`src/rtl/uart_mmio_pkg.sv`:
```
package uart_mmio_pkg;
   localparam int unsigned ADDR_W = 32;
   localparam logic [ADDR_W-1:0] SER_DATA_ADDR = 32'h1000_0000;
   localparam logic [ADDR_W-1:0] SER_STAT_ADDR = 32'h1000_0004;
   localparam int unsigned STAT_BUSY_BIT  = 0;
   localparam int unsigned STAT_AVAIL_BIT = 1;
   localparam int unsigned CHAR_W = 8;

   typedef enum logic [2:0] {
      RXS_IDLE,
      RXS_START,
      RXS_DATA,
      RXS_STOP,
      RXS_WAIT_HIGH
   } rx_state_t;
endpackage

```
`src/rtl/mmio_decode.sv`:
```
module mmio_decode
   import uart_mmio_pkg::*;
(
   input  logic [ADDR_W-1:0] addr,
   output logic              sel_ram,
   output logic              sel_data,
   output logic              sel_stat
);
   always_comb begin
      sel_ram  = (addr[ADDR_W-1:28] == '0);
      sel_data = (addr == SER_DATA_ADDR);
      sel_stat = (addr == SER_STAT_ADDR);
   end
endmodule

```
`src/rtl/uart_tx_core.sv`:
```
module uart_tx_core #(
   parameter int unsigned DIV = 54,
   parameter int unsigned OVS = 16,
   parameter int unsigned CW  = 8
) (
   input  logic          clk,
   input  logic          rst,
   input  logic          start,
   input  logic [CW-1:0] data,
   output logic          busy,
   output logic          line
);
   localparam int unsigned BITS = CW + 2;
   localparam int unsigned DIVW = (DIV > 1) ? $clog2(DIV) : 1;
   localparam int unsigned SUBW = $clog2(OVS);
   localparam int unsigned NBW  = $clog2(BITS);
   localparam logic [DIVW-1:0] DIV_LAST = DIVW'(DIV - 1);
   localparam logic [SUBW-1:0] SUB_LAST = SUBW'(OVS - 1);
   localparam logic [NBW-1:0]  NB_LAST  = NBW'(BITS - 1);

   logic [BITS-1:0] shreg;
   logic [DIVW-1:0] div_q;
   logic [SUBW-1:0] sub_q;
   logic [NBW-1:0]  nb_q;

   always_ff @(posedge clk) begin
      if (rst) begin
         busy  <= 1'b0;
         shreg <= '1;
         div_q <= '0;
         sub_q <= '0;
         nb_q  <= '0;
      end else if (!busy) begin
         if (start) begin
            shreg <= {1'b1, data, 1'b0};
            busy  <= 1'b1;
            div_q <= '0;
            sub_q <= '0;
            nb_q  <= '0;
         end
      end else if (div_q == DIV_LAST) begin
         div_q <= '0;
         if (sub_q == SUB_LAST) begin
            sub_q <= '0;
            shreg <= {1'b1, shreg[BITS-1:1]};
            if (nb_q == NB_LAST) begin
               busy <= 1'b0;
               nb_q <= '0;
            end else begin
               nb_q <= nb_q + 1'b1;
            end
         end else begin
            sub_q <= sub_q + 1'b1;
         end
      end else begin
         div_q <= div_q + 1'b1;
      end
   end

   assign line = shreg[0];

   p_start_idle_r4: assert property (@(posedge clk) disable iff (rst)
      start |-> !busy);
   p_line_start_r2: assert property (@(posedge clk) disable iff (rst)
      $rose(busy) |-> !line);
   p_idle_high_r2: assert property (@(posedge clk) disable iff (rst)
      !busy |-> line);
endmodule

```
`src/rtl/uart_rx_core.sv`:
```
module uart_rx_core
   import uart_mmio_pkg::*;
#(
   parameter int unsigned DIV  = 54,
   parameter int unsigned OVS  = 16,
   parameter int unsigned CW   = 8,
   parameter int unsigned SYNC = 2
) (
   input  logic          clk,
   input  logic          rst,
   input  logic          line,
   output logic          valid,
   output logic [CW-1:0] data
);
   localparam int unsigned DIVW = (DIV > 1) ? $clog2(DIV) : 1;
   localparam int unsigned SUBW = $clog2(OVS);
   localparam int unsigned NBW  = (CW > 1) ? $clog2(CW) : 1;
   localparam logic [DIVW-1:0] DIV_LAST = DIVW'(DIV - 1);
   localparam logic [SUBW-1:0] SUB_LAST = SUBW'(OVS - 1);
   localparam logic [SUBW-1:0] SUB_HALF = SUBW'(OVS / 2 - 1);
   localparam logic [NBW-1:0]  NB_LAST  = NBW'(CW - 1);

   logic [SYNC-1:0] sync_q;
   generate
      if (SYNC == 1) begin : g_sync_one
         always_ff @(posedge clk) begin
            if (rst) sync_q <= '1;
            else     sync_q <= line;
         end
      end else begin : g_sync_chain
         always_ff @(posedge clk) begin
            if (rst) sync_q <= '1;
            else     sync_q <= {sync_q[SYNC-2:0], line};
         end
      end
   endgenerate

   logic line_s;
   assign line_s = sync_q[SYNC-1];

   rx_state_t       st;
   logic [DIVW-1:0] div_q;
   logic [SUBW-1:0] sub_q;
   logic [NBW-1:0]  nb_q;
   logic [CW-1:0]   shreg;
   logic            tick;

   assign tick = (div_q == DIV_LAST);

   always_ff @(posedge clk) begin
      if (rst) begin
         st    <= RXS_IDLE;
         div_q <= '0;
         sub_q <= '0;
         nb_q  <= '0;
         shreg <= '0;
         data  <= '0;
         valid <= 1'b0;
      end else begin
         valid <= 1'b0;
         div_q <= tick ? '0 : div_q + 1'b1;
         unique case (st)
            RXS_IDLE: begin
               div_q <= '0;
               sub_q <= '0;
               if (!line_s) st <= RXS_START;
            end
            RXS_START: if (tick) begin
               if (sub_q == SUB_HALF) begin
                  sub_q <= '0;
                  nb_q  <= '0;
                  st    <= line_s ? RXS_IDLE : RXS_DATA;
               end else begin
                  sub_q <= sub_q + 1'b1;
               end
            end
            RXS_DATA: if (tick) begin
               if (sub_q == SUB_LAST) begin
                  sub_q <= '0;
                  shreg <= {line_s, shreg[CW-1:1]};
                  if (nb_q == NB_LAST) st <= RXS_STOP;
                  else                 nb_q <= nb_q + 1'b1;
               end else begin
                  sub_q <= sub_q + 1'b1;
               end
            end
            RXS_STOP: if (tick) begin
               if (sub_q == SUB_LAST) begin
                  sub_q <= '0;
                  if (line_s) begin
                     valid <= 1'b1;
                     data  <= shreg;
                     st    <= RXS_IDLE;
                  end else begin
                     st <= RXS_WAIT_HIGH;
                  end
               end else begin
                  sub_q <= sub_q + 1'b1;
               end
            end
            RXS_WAIT_HIGH: if (line_s) st <= RXS_IDLE;
            default: st <= RXS_IDLE;
         endcase
      end
   end

   p_stop_high_r7: assert property (@(posedge clk) disable iff (rst)
      valid |-> $past(line_s));
endmodule

```
`src/rtl/uart_mmio_slave.sv`:
```
module uart_mmio_slave
   import uart_mmio_pkg::*;
#(
   parameter int unsigned CLK_HZ      = 100_000_000,
   parameter int unsigned BAUD        = 115_200,
   parameter int unsigned OVS         = 16,
   parameter int unsigned SYNC_STAGES = 2,
   parameter int unsigned DW          = 32
) (
   input  logic              clk,
   input  logic              rst,
   input  logic              bus_valid,
   output logic              bus_ready,
   input  logic              bus_we,
   input  logic [ADDR_W-1:0] bus_addr,
   input  logic [DW-1:0]     bus_wdata,
   output logic [DW-1:0]     bus_rdata,
   output logic              ram_valid,
   output logic              ram_we,
   output logic [ADDR_W-1:0] ram_addr,
   output logic [DW-1:0]     ram_wdata,
   input  logic              ram_ready,
   input  logic [DW-1:0]     ram_rdata,
   output logic              uart_tx,
   input  logic              uart_rx
);
   localparam int unsigned DIV = CLK_HZ / (BAUD * OVS);

   generate
      if (DIV < 2) begin : g_bad_div
         $error("clock too slow for the requested baud and oversampling");
      end
      if (OVS < 4 || (OVS % 2) != 0) begin : g_bad_ovs
         $error("oversampling factor must be even and at least 4");
      end
      if (DW < CHAR_W || SYNC_STAGES < 1) begin : g_bad_width
         $error("data width or synchronizer depth out of range");
      end
   endgenerate

   logic sel_ram, sel_data, sel_stat;
   mmio_decode u_dec (
      .addr    (bus_addr),
      .sel_ram (sel_ram),
      .sel_data(sel_data),
      .sel_stat(sel_stat)
   );

   logic              tx_busy, tx_start;
   logic              rx_valid;
   logic [CHAR_W-1:0] rx_data;
   logic [CHAR_W-1:0] held_byte;
   logic              avail;
   logic              hs, rd_data;

   always_comb begin
      ram_valid = bus_valid & sel_ram;
      ram_we    = bus_we;
      ram_addr  = bus_addr;
      ram_wdata = bus_wdata;
      bus_ready = sel_ram ? ram_ready : bus_valid;
      if (sel_ram)       bus_rdata = ram_rdata;
      else if (sel_data) bus_rdata = {{(DW-CHAR_W){1'b0}}, held_byte};
      else if (sel_stat) bus_rdata = {{(DW-2){1'b0}}, avail, tx_busy};
      else               bus_rdata = '0;
   end

   assign hs       = bus_valid & bus_ready;
   assign tx_start = hs & bus_we & sel_data & ~tx_busy;
   assign rd_data  = hs & ~bus_we & sel_data;

   always_ff @(posedge clk) begin
      if (rst) begin
         avail     <= 1'b0;
         held_byte <= '0;
      end else if (rx_valid) begin
         avail     <= 1'b1;
         held_byte <= rx_data;
      end else if (rd_data) begin
         avail <= 1'b0;
      end
   end

   uart_tx_core #(.DIV(DIV), .OVS(OVS), .CW(CHAR_W)) u_tx (
      .clk  (clk),
      .rst  (rst),
      .start(tx_start),
      .data (bus_wdata[CHAR_W-1:0]),
      .busy (tx_busy),
      .line (uart_tx)
   );

   uart_rx_core #(.DIV(DIV), .OVS(OVS), .CW(CHAR_W), .SYNC(SYNC_STAGES)) u_rx (
      .clk  (clk),
      .rst  (rst),
      .line (uart_rx),
      .valid(rx_valid),
      .data (rx_data)
   );

   p_avail_set_r5: assert property (@(posedge clk) disable iff (rst)
      rx_valid |=> avail);
   p_rd_clears_r6: assert property (@(posedge clk) disable iff (rst)
      (rd_data && !rx_valid) |=> !avail);
endmodule

```
`config.mk`:
```
export PLATFORM = sky130hd
export DESIGN_NAME = uart_mmio_slave
export DESIGN_NICKNAME = d
export VERILOG_FILES = /design/src/rtl/uart_mmio_pkg.sv /design/src/rtl/mmio_decode.sv /design/src/rtl/uart_tx_core.sv /design/src/rtl/uart_rx_core.sv /design/src/rtl/uart_mmio_slave.sv
export SDC_FILE = /design/constraint.sdc
export NUM_CORES = 1
export LEC_CHECK = 0
export ABC_CLOCK_PERIOD_IN_PS = 2400
export BUFFER_PORTS_ARGS = -buffer_cell sky130_fd_sc_hd__clkbuf_2
export CORE_MARGIN = 1.5
export CORE_UTILIZATION = 40
export CTS_CLUSTER_DIAMETER = 120
export DETAILED_ROUTE_END_ITERATION = 8
export PLACE_DENSITY = 0.76
export RECOVER_POWER = 25
export SKIP_LAST_GASP = 1
export SLEW_MARGIN = 20
export SYNTH_ARGS = -nofsm -noshare
export SYNTH_HDL_FRONTEND = slang
export SYNTH_SLANG_ARGS = --single-unit
export TNS_END_PERCENT = 50
```
`constraint.sdc`:
```
create_clock -name clk -period 2.4 [get_ports clk]
set_clock_uncertainty 0.15 [all_clocks]
set_input_delay 0.36 -clock clk [delete_from_list [all_inputs] [get_ports clk]]
set_output_delay 0.36 -clock clk [all_outputs]
set_load 0.1 [all_outputs]
```
==> insert_results.sql <==
INSERT INTO impl_metrics (metric_group, metric, value, unit) VALUES
('status', 'status', 'finished, final reports clean', ''),
('power_and_ir_drop', 'power.density', '506', 'nW/µm²'),
('floorplanning', 'start_util', '41.2', '%'),
('worst_setup_path', 'critPathRequiredTime', '1.89', 'ns'),
('clock_network', 'numClockSinks', '68', ''),
('finish', 'final_nets', '685', ''),
('power_and_ir_drop', 'total_switching_power', '0.956', 'mW'),
('place', 'post_dp_cell_area', '5110', 'µm²'),
('grt', 'initial_antenna_violation_count', '0', ''),
('route', 'initialDrtViolationCount', '164', ''),
('worst_setup_path', 'critical_path_peak_fanout', '6', ''),
('power_and_ir_drop', 'p_int', '1.80', 'mW'),
('finish', 'insertedDiodeCount', '0', ''),
('synth', 'mean_post_synth_cell_area', '8.59', 'µm²'),
('finish', 'finalInstanceArea', '5450', 'µm²'),
('clock_network', 'cts.reportedPaths.clkPinSlew', '0.07', 'ns'),
('route', 'vias', '3628', ''),
('worst_setup_path', 'crit_path_max_incr_delay', '0.38', 'ns'),
('floorplanning', 'die_h', '103', 'µm'),
('timing', 'drv_slew', '0', ''),
('floorplanning', 'io_pins', '202', ''),
('grt', 'largest_net_degree_at_the_start_of_global_routing', '45', ''),
('worst_setup_path', 'timing.critical_path.cells', 'clkbuf_2, nor4_2, nand4_1, or3_4, nor2_4, buf_6, a22o_4, buf_12', ''),
('place', 'gpl.final_weighted_congestion', '0.764', ''),
('synth', 'postSynth.topFlopCell', 'sky130_fd_sc_hd__dfxtp_1', ''),
('synth', 'yosys_warnings', '0', ''),
('power_and_ir_drop', 'cellLeakagePower', '2.29', 'nW'),
('timing', 'max_freq', '421', 'MHz'),
('worst_setup_path', 'critical_path.endpoint_type', 'output pin', ''),
('worst_hold_path', 'hold_depth', '2', ''),
('route', 'finalWirelength', '10.6', 'mm'),
('clock_network', 'max-clock-path-buffers', '2', ''),
('grt', 'global_route.overflow_total', '0', ''),
('synth', 'synth_largest_type_area_fraction', '34.0', '%'),
('worst_setup_path', 'critical-path-slowest-cell', 'sky130_fd_sc_hd__or3_4', ''),
('worst_setup_path', 'cp_data_arrival_time', '1.87', 'ns'),
('finish', 'syn_to_final_growth', '36.1', '%'),
('floorplanning', 'std_cell_rows', '36', ''),
('worst_setup_path', 'critPathKind', 'input port to output pin', ''),
('place', 'preCtsSetupSlack', '-0.0905', 'ns'),
('timing', 'post-route-period-util', '99.1', '%'),
('route', 'drc_errors', '0', ''),
('synth', 'syn-instance-count', '466', ''),
('place', 'hpwlAfterDp', '8.44', 'mm'),
('route', 'post_drt_antenna_nets', '0', ''),
('synth', 'number_of_flops_mapped_to_enable_cells_by_yosys', '0', ''),
('synth', 'synth-seq-cells', '68', ''),
('timing', 'min_period', '2.38', 'ns'),
('synth', 'ys_types', '59', ''),
('route', 'wl_per_cell', '14.9', 'µm'),
('floorplanning', 'die_width', '103', 'µm'),
('clock_network', 'cts-buffers-inserted', '9', ''),
('worst_setup_path', 'worst_r2r_path_depth', '6', ''),
('floorplanning', 'design.core.area', '9730', 'µm²'),
('job', 'cap_violations', '0', ''),
('power_and_ir_drop', 'totalPowerFinal', '2.76', 'mW'),
('synth', 'syn-num-nets', '578', ''),
('finish', 'layout-drive-gt1-share', '41.5', '%'),
('grt', 'groute.usage.overall', '19.7', '%'),
('synth', 'synth-async-reset-ratio', '0', '%'),
('synth', 'post_synth_main_area_contributors', 'sky130_fd_sc_hd__dfxtp_1 (34%), sky130_fd_sc_hd__buf_4 (12%), sky130_fd_sc_hd__mux2i_1 (8.7%)', ''),
('clock_network', 'holdBufCountCts', '0', ''),
('power_and_ir_drop', 'ir_drop', '0.000288', 'V'),
('timing', 'timing_hold_violations_final', '0', ''),
('timing', 'worst_slack', '0.0226', 'ns'),
('clock_network', 'cts-root-buf', 'sky130_fd_sc_hd__clkbuf_8', ''),
('power_and_ir_drop', 'comb_power_share', '24.7', '%'),
('route', 'avgViaCountPerCell', '5.10', ''),
('timing', 'slew-limit-headroom', '44.3', '%'),
('grt', 'first_pass_grt_wire_length', '16.2', 'mm'),
('floorplanning', 'design.die.area', '10600', 'µm²');
[cells in the final DEF, fill, tap and decap left out, types with 3 or more instances in the layout]
master,instances
sky130_fd_sc_hd__o21ai_2,3
sky130_fd_sc_hd__nand4_1,5
sky130_fd_sc_hd__inv_1,13
sky130_fd_sc_hd__buf_4,25
sky130_fd_sc_hd__dfxtp_1,68
sky130_fd_sc_hd__clkbuf_8,9
sky130_fd_sc_hd__clkbuf_2,113
sky130_fd_sc_hd__nand2_1,31
sky130_fd_sc_hd__nand3_1,9
sky130_fd_sc_hd__o21ai_0,10
sky130_fd_sc_hd__nor2_1,51
sky130_fd_sc_hd__a31oi_1,7
sky130_fd_sc_hd__nand3b_1,4
sky130_fd_sc_hd__and2_2,9
sky130_fd_sc_hd__and2_1,19
sky130_fd_sc_hd__ha_1,10
sky130_fd_sc_hd__nor4_1,5
sky130_fd_sc_hd__a22o_4,6
sky130_fd_sc_hd__and3_1,8
sky130_fd_sc_hd__xnor2_1,3
sky130_fd_sc_hd__nor3_1,9
sky130_fd_sc_hd__nor4_4,3
sky130_fd_sc_hd__buf_12,34
sky130_fd_sc_hd__mux2_2,8
sky130_fd_sc_hd__nor4_2,3
sky130_fd_sc_hd__buf_6,5
sky130_fd_sc_hd__o22ai_1,3
sky130_fd_sc_hd__nor2b_1,5
sky130_fd_sc_hd__a21oi_1,12
sky130_fd_sc_hd__mux2i_1,35
sky130_fd_sc_hd__xor2_1,4
[metal layers]
metal / wire length (µm) / vias to the layer above / track usage (%)
met4: 232 / 0 / 9.04
met3: 584 / 14 / 4.41
li1: - / 1776 / -
met1: 4160 / 1709 / 20.8
met5: 0 / - / 0
met2: 5660 / 129 / 37.1
[cell families (layout without fill, tap and decap cells)]
| logic type | after synthesis | count (layout) | synth area share (%) |
|---|---|---|---|
| simple gates | 183 | 183 | 24.8 |
| buf+inv | 97 | 209 | 15.4 |
| flops | 68 | 68 | 34.0 |
| compound gates | 58 | 58 | 10.1 |
| mux | 43 | 43 | 11.0 |
| fa+ha+maj | 10 | 10 | 3.12 |
| xor+xnor | 7 | 7 | 1.53 |
[sequential cells by signal, summed over array words and instances, names as in the netlist]
name and count:
u_rx.st 3, u_tx.shreg 9, u_tx.busy 1, u_rx.data 8, u_rx.sync_q 2, held_byte 8, u_rx.shreg 8, u_tx.nb_q 4
u_rx.sub_q 4, u_tx.div_q 6, u_rx.div_q 6, u_rx.valid 1, u_tx.sub_q 4, avail 1, u_rx.nb_q 3
[stage by stage]
step,std cells,hold slack (ns),util [%],TNS (ns)
2_1_floorplan,466,0.239,-,-3.67
3_3_place_gp,693,0.243,52.5,-0.318
3_5_place_dp,693,0.250,52.5,-0.434
4_1_cts,710,0.0582,55.1,-0.0994
5_1_grt,711,0.0741,56.0,-0.243
6_report,711,0.0745,56.0,0
[final timing paths]
path | startpoint | endpoint | slack [ns]
worst max-delay path | bus_addr[6] | bus_rdata[2] | 0.02
worst min-delay path | uart_rx | u_rx.sync_q[0] | 0.07
worst max register to register | u_rx.sub_q[0] | u_rx.shreg[3] | 0.18
worst min register to register | u_rx.sync_q[0] | u_rx.sync_q[1] | 0.26
[power groups by stage]
stage	combinational, mW	sequential (mW)	clock (mW)
finish	0.682	1.16	0.913
global route	0.716	1.17	0.991
CTS	0.668	1.16	0.929
detailed placement	0.663	1.19	0
global placement	0.652	1.19	0
floorplan	0.710	1.17	0
[area by class of cell]
type	instances	area, µm²
Sequential cell	68	1360
Multi-Input combinational cell	301	2160
Tap cell	133	166
Clock inverter	6	65.1
Fill cell	871	4280
Timing Repair Buffer	180	1520
Inverter	13	48.8
Clock buffer	10	128
[synth_stat cells (all sizes together), types with 11 or more instances]
master,number
dfxtp,68
nor2,53
clkbuf,15
nor4,11
a21oi,12
buf,69
and2,28
nand2,31
o21ai,14
inv,13
mux2i,35
[critical path: cells and delay by family]
family / cells / cell delay, ns
buffers and inverters: 3 / 0.41
AO/OA/AOI/OAI: 1 / 0.13
AND/OR/NAND/NOR: 4 / 0.96
[what timing repair did]
action / in CTS / in global routing
setup endpoints to repair: 8 / 17
pin swaps: 3 / 9
buffers inserted: 1 / 1
gates resized for setup: 8 / 23
Note: power is estimated with default switching activity, not from simulation.
